$ cat src/rtl/cpwm_pkg.sv
package cpwm_pkg;
  typedef struct packed {
    logic park;      // hold carrier at zero, rising
    logic goDown;    // step direction for this edge
    logic loadCmp;   // copy buffers into active compares
  } cpwmStrobes_t;
endpackage

$ cat src/rtl/cpwm_ctrl.sv
module cpwm_ctrl
  import cpwm_pkg::*;
(
  input  logic         clk,
  input  logic         rstN,
  input  logic         enable,
  input  logic         atZero,
  input  logic         atTop,
  output cpwmStrobes_t strobes,
  output logic         dirDown
);
  logic reverse;
  logic nextDown;

  always_comb begin
    reverse  = enable && (dirDown ? atZero : atTop);
    nextDown = enable ? (dirDown ^ reverse) : 1'b0;
    strobes.park    = !enable;
    strobes.goDown  = nextDown;
    strobes.loadCmp = !enable || reverse;
  end

  always_ff @(posedge clk or negedge rstN) begin
    if (!rstN) dirDown <= 1'b0;
    else       dirDown <= nextDown;
  end

  // a direction change while running only follows a carrier limit
  assert_turn_at_limit_R1: assert property (@(posedge clk) disable iff (!rstN)
    $past(enable) && !$stable(dirDown) |-> ($past(atZero) || $past(atTop)));
endmodule

$ cat src/rtl/cpwm_datapath.sv
module cpwm_datapath
  import cpwm_pkg::*;
#(
  parameter int CNT_W  = 16,
  parameter int PHASES = 3
) (
  input  logic                         clk,
  input  logic                         rstN,
  input  logic                         enable,
  input  cpwmStrobes_t                 strobes,
  input  logic [CNT_W-1:0]             periodIn,
  input  logic [CNT_W-1:0]             deadTime,
  input  logic [PHASES-1:0]            bufWe,
  input  logic [CNT_W-1:0]             bufData,
  output logic                         atZero,
  output logic                         atTop,
  output logic [PHASES-1:0]            pwmHi,
  output logic [PHASES-1:0]            pwmLo
);
  localparam int WIDE_W = CNT_W + 1;

  logic [CNT_W-1:0]              cntMain;
  logic [WIDE_W-1:0]             cntLag;
  logic [PHASES-1:0][CNT_W-1:0]  bufReg;
  logic [PHASES-1:0][CNT_W-1:0]  cmpAct;

  assign atZero = (cntMain == '0);
  assign atTop  = (cntMain >= periodIn);

  always_ff @(posedge clk or negedge rstN) begin
    if (!rstN) begin
      cntMain <= '0;
      cntLag  <= '0;
    end else if (strobes.park) begin
      cntMain <= '0;
      cntLag  <= {1'b0, deadTime};
    end else if (strobes.goDown) begin
      cntMain <= cntMain - 1'b1;
      cntLag  <= cntLag - 1'b1;
    end else begin
      cntMain <= cntMain + 1'b1;
      cntLag  <= cntLag + 1'b1;
    end
  end

  for (genvar p = 0; p < PHASES; p++) begin : g_phase
    always_ff @(posedge clk or negedge rstN) begin
      if (!rstN) begin
        bufReg[p] <= '0;
        cmpAct[p] <= '0;
      end else begin
        if (bufWe[p])        bufReg[p] <= bufData;
        if (strobes.loadCmp) cmpAct[p] <= bufReg[p];
      end
    end

    assign pwmHi[p] = enable && (cntMain > cmpAct[p]);
    assign pwmLo[p] = enable && (cntLag <= {1'b0, cmpAct[p]});

    // the two gates of one leg never conduct together
    assert_pair_exclusive_R2: assert property (@(posedge clk) disable iff (!rstN)
      !(pwmHi[p] && pwmLo[p]));
  end
endmodule

$ cat src/rtl/tri_phase_cpwm.sv
module tri_phase_cpwm
  import cpwm_pkg::*;
#(
  parameter int CNT_W  = 16,
  parameter int PHASES = 3
) (
  input  logic              clk,
  input  logic              rstN,
  input  logic              enable,
  input  logic [PHASES-1:0] bufWe,
  input  logic [CNT_W-1:0]  bufData,
  input  logic [CNT_W-1:0]  periodIn,
  input  logic [CNT_W-1:0]  deadTime,
  output logic [PHASES-1:0] pwmHi,
  output logic [PHASES-1:0] pwmLo,
  output logic              countDown
);
  cpwmStrobes_t strobes;
  logic         atZero;
  logic         atTop;

  cpwm_ctrl u_ctrl (
    .clk(clk), .rstN(rstN), .enable(enable),
    .atZero(atZero), .atTop(atTop),
    .strobes(strobes), .dirDown(countDown)
  );

  cpwm_datapath #(.CNT_W(CNT_W), .PHASES(PHASES)) u_dp (
    .clk(clk), .rstN(rstN), .enable(enable), .strobes(strobes),
    .periodIn(periodIn), .deadTime(deadTime),
    .bufWe(bufWe), .bufData(bufData),
    .atZero(atZero), .atTop(atTop),
    .pwmHi(pwmHi), .pwmLo(pwmLo)
  );

  // with the carrier running and no turn, active compares hold
  assert_cmp_hold_R6: assert property (@(posedge clk) disable iff (!rstN)
    $past(enable) && $stable(countDown) |-> $stable(u_dp.cmpAct));

  // a parked carrier sits at zero and rises
  assert_parked_idle_R7: assert property (@(posedge clk) disable iff (!rstN)
    !$past(enable) |-> (atZero && !countDown));
endmodule

$ cat config.mk
export PLATFORM = sky130hd
export DESIGN_NAME = tri_phase_cpwm
export DESIGN_NICKNAME = d
export VERILOG_FILES = /design/src/rtl/cpwm_pkg.sv /design/src/rtl/cpwm_ctrl.sv /design/src/rtl/cpwm_datapath.sv /design/src/rtl/tri_phase_cpwm.sv
export SDC_FILE = /design/constraint.sdc
export NUM_CORES = 1
export LEC_CHECK = 0
export ABC_AREA = 1
export BUFFER_PORTS_ARGS = -buffer_cell sky130_fd_sc_hd__clkbuf_2
export CORE_MARGIN = 2
export CORE_UTILIZATION = 67
export CTS_CLUSTER_SIZE = 40
export DETAILED_ROUTE_END_ITERATION = 10
export PLACE_DENSITY = 0.95
export SKIP_CTS_REPAIR_TIMING = 1
export SLEW_MARGIN = 20
export SYNTH_ARGS = -nofsm -noshare
export SYNTH_HDL_FRONTEND = slang
export SYNTH_HIERARCHICAL = 1
export SYNTH_SLANG_ARGS = --single-unit
$ cat constraint.sdc
create_clock -name clk -period 6.6 [get_ports clk]
set_input_delay 0.33 -clock clk [delete_from_list [all_inputs] [get_ports clk]]
set_output_delay 0.33 -clock clk [all_outputs]
set_load 0.005 [all_outputs]
==> qor.yml <==
synth:
  synth_area_per_cell_sq_um: 7.989
  synthFlopType: "dfrtp_1"
  yosys_warnings: 6
  synthArstFlopShare_pct: 100.0
  syn-instance-count: 1152
  synth.net_count: 1349
  ys_seq_area_share_pct: 35.35
  synth.distinct_cells: 33
  synth_enable_flop_cells: 0
  netlist_area_sq_um: 9204
  ys_seq_elements: 130
die:
  fp-row-count: 42
  ios: 61
  die_y_um: 121.2
  design.core.area_sq_um: 13350
  start_util_pct: 68.95
  fp.dieW_um: 121.2
  dieArea_sq_um: 14690
critical_path:
  cp-start-kind: "flip-flop"
  arrival_ns: 4.06
  endpoint_kind: "flip-flop"
  critPathKind: "reg -> reg"
  crit_fanout: 26
  cp.required_ns: 6.95
  reg2reg_to: "u_dp/cntLag[16]"
  rrSetupSlack_ns: 2.89
  ff2ff_path_depth: 19
  r2r-start: "u_dp/cntMain[6]"
place:
  place_congestion: 0.9687
  dpl.hpwl_mm: 17.94
  dp_slack_ns: 3.008
  portBuffers: 60
detailed_routing:
  drc: 0
  drt-initial-drc-count: 1117
  antenna_left: 0
  routed_wirelength_mm: 26.28
  routed_via_density: 6.222
  post_drt_wl_per_cell_um: 18.74
  drt-pass1-iter-count: 6
  vias: 8723
pwr:
  total_power_uw: 2377
  power_leakage_uw: 0.005609
  ir_drop_mv: 0.2566
  p_per_area_nw_per_um2: 231.9
layout:
  layout-drive-gt1-share_pct: 12.64
  final_common_cell: "nand2_1"
  antenna_cells: 0
  final_nets: 1410
  area_delta_synth_final_pct: 11.35
  layout_common_cells: "304 x nand2_1, 159 x inv_1, 141 x ha_1"
timing:
  hold_ws_ns: 0.001171
  fmax_mhz: 269.7
  tns_ns: 0
  min_period_ns: 3.708
  relSlewSlack_pct: 36.41
  hold_viol_final: 0
  fin_crit_sh_pct: 56.19
  fin_ws_ns: 2.892
  setup_violations: 0
  rsz0062_at_grt: "no"
  tightest_slew_ns: 0.9527
  maxSlewViolCount: 0
  skew_ns: 0.01300
min_path:
  hp-class: "in -> async"
cts:
  cts_tree: "done"
  clock_path_buffers: 2
  insertion_delay_ns: 0.43
  cts.sinks: 130
  cts_root_buffer: "clkbuf_16"
  cts_buffers: 17
  htreeDepth: 4
  clkTransAtPathRegs_ns: 0.06
global_route:
  grt_pass1_wl_mm: 42.00
  grt_max_degree: 97
  antenna_found_initial: 0
  grtUsageTotal_pct: 37.40
  overflow: 0
  grt_pass1_vias: 8554
run:
  maxCapViolCount: 0
status:
  status: "completed"
## registers in the layout, indices dropped and copies added (netlist names)
signal,cells
u_dp/cntMain,16
u_dp/cntLag,17
u_ctrl/dirDown,1
u_dp/bufReg,48
u_dp/cmpAct,48
## critical path, stage by stage (launching register included)
cell and delay (ns):
dfrtp_1 0.53, ha_1 0.37, nand4_1 0.13, nor3_1 0.21, nand2_1 0.08, nand3_1 0.11
nor2_1 0.06, nor2_2 0.38, buf_4 0.41, inv_1 0.12, fa_1 0.43, inv_1 0.11
nand3_1 0.09, nand3_2 0.10, nand2_1 0.07, nand2_2 0.08, nand2_1 0.07, nand3_1 0.10
nand2_1 0.07, nor2_1 0.12
## cell usage after synthesis, drive strengths merged (3+ instances only)
library cell,instances,area share [%]
or2,5,0.34
o21a,5,0.41
o21ai,83,4.5
nand3b,7,0.57
mux2,45,5.5
inv,160,6.5
nand3,43,2.4
nor4,4,0.27
nand4,10,0.68
nor2,72,3.0
nor3,10,0.76
ha,141,19
nand2,309,13
o21bai,3,0.24
dfrtp,130,35
clkbuf,7,0.29
and2,3,0.20
buf,14,0.86
xnor2,4,0.38
a21oi,91,5.0
## worst max path at each step
stage               slack [ns]              end             start
floorplan                 3.66  u_dp/cntLag[16]  u_dp/cntMain[15]
global placement          3.16  u_dp/cntLag[16]  u_dp/cntMain[15]
detailed placement        3.01  u_dp/cntLag[16]  u_dp/cntMain[15]
CTS                       2.95  u_dp/cntLag[16]  u_dp/cntMain[15]
global route              2.61  u_dp/cntLag[16]   u_dp/cntMain[6]
finish                    2.89  u_dp/cntLag[16]   u_dp/cntMain[6]
## area by class of cell
cell class	count	area (sq um)
clock buffers	20	456.7
clock inverters	12	142.6
fillers	867	3099
inverters	160	600.6
multi-input cells	841	5250
flip-flops and latches	130	3253
well taps	176	220.2
repair buffers	63	325.3
## per-stage QoR
step	util [%]	instances	cell area, sq um
3_3_place_gp	72.29	1370	9649
2_1_floorplan	-	1152	9204
4_1_cts	76.78	1402	10250
6_report	76.78	1402	10250
3_5_place_dp	72.29	1370	9649
5_1_grt	76.78	1402	10250
## routing by layer
layer	up-vias	GRT usage [%]	part of all wire [%]
met1	3978	44.53	37
met2	633	60.36	46
met4	0	23.85	7.2
met3	199	9.445	10
met5	-	0	0
li1	3913	-	-
## kinds of logic after synthesis
kind of cell	share of synthesized area, %
XOR/XNOR	0.3806
AND/OR/NAND/NOR	21.06
AO/OA/AOI/OAI	10.44
adder cells (fa/ha/maj)	19.60
buffers and inverters	7.667
flip-flops	35.35
multiplexers	5.506
## power by group
group / total, uW / switching [uW] / internal (uW)
clock: 954 / 371 / 583
sequential: 930 / 56.2 / 873
combinational: 494 / 316 / 177
total: 2380 / 743 / 1630
No activity file was read; power rests on OpenSTA's default activity.
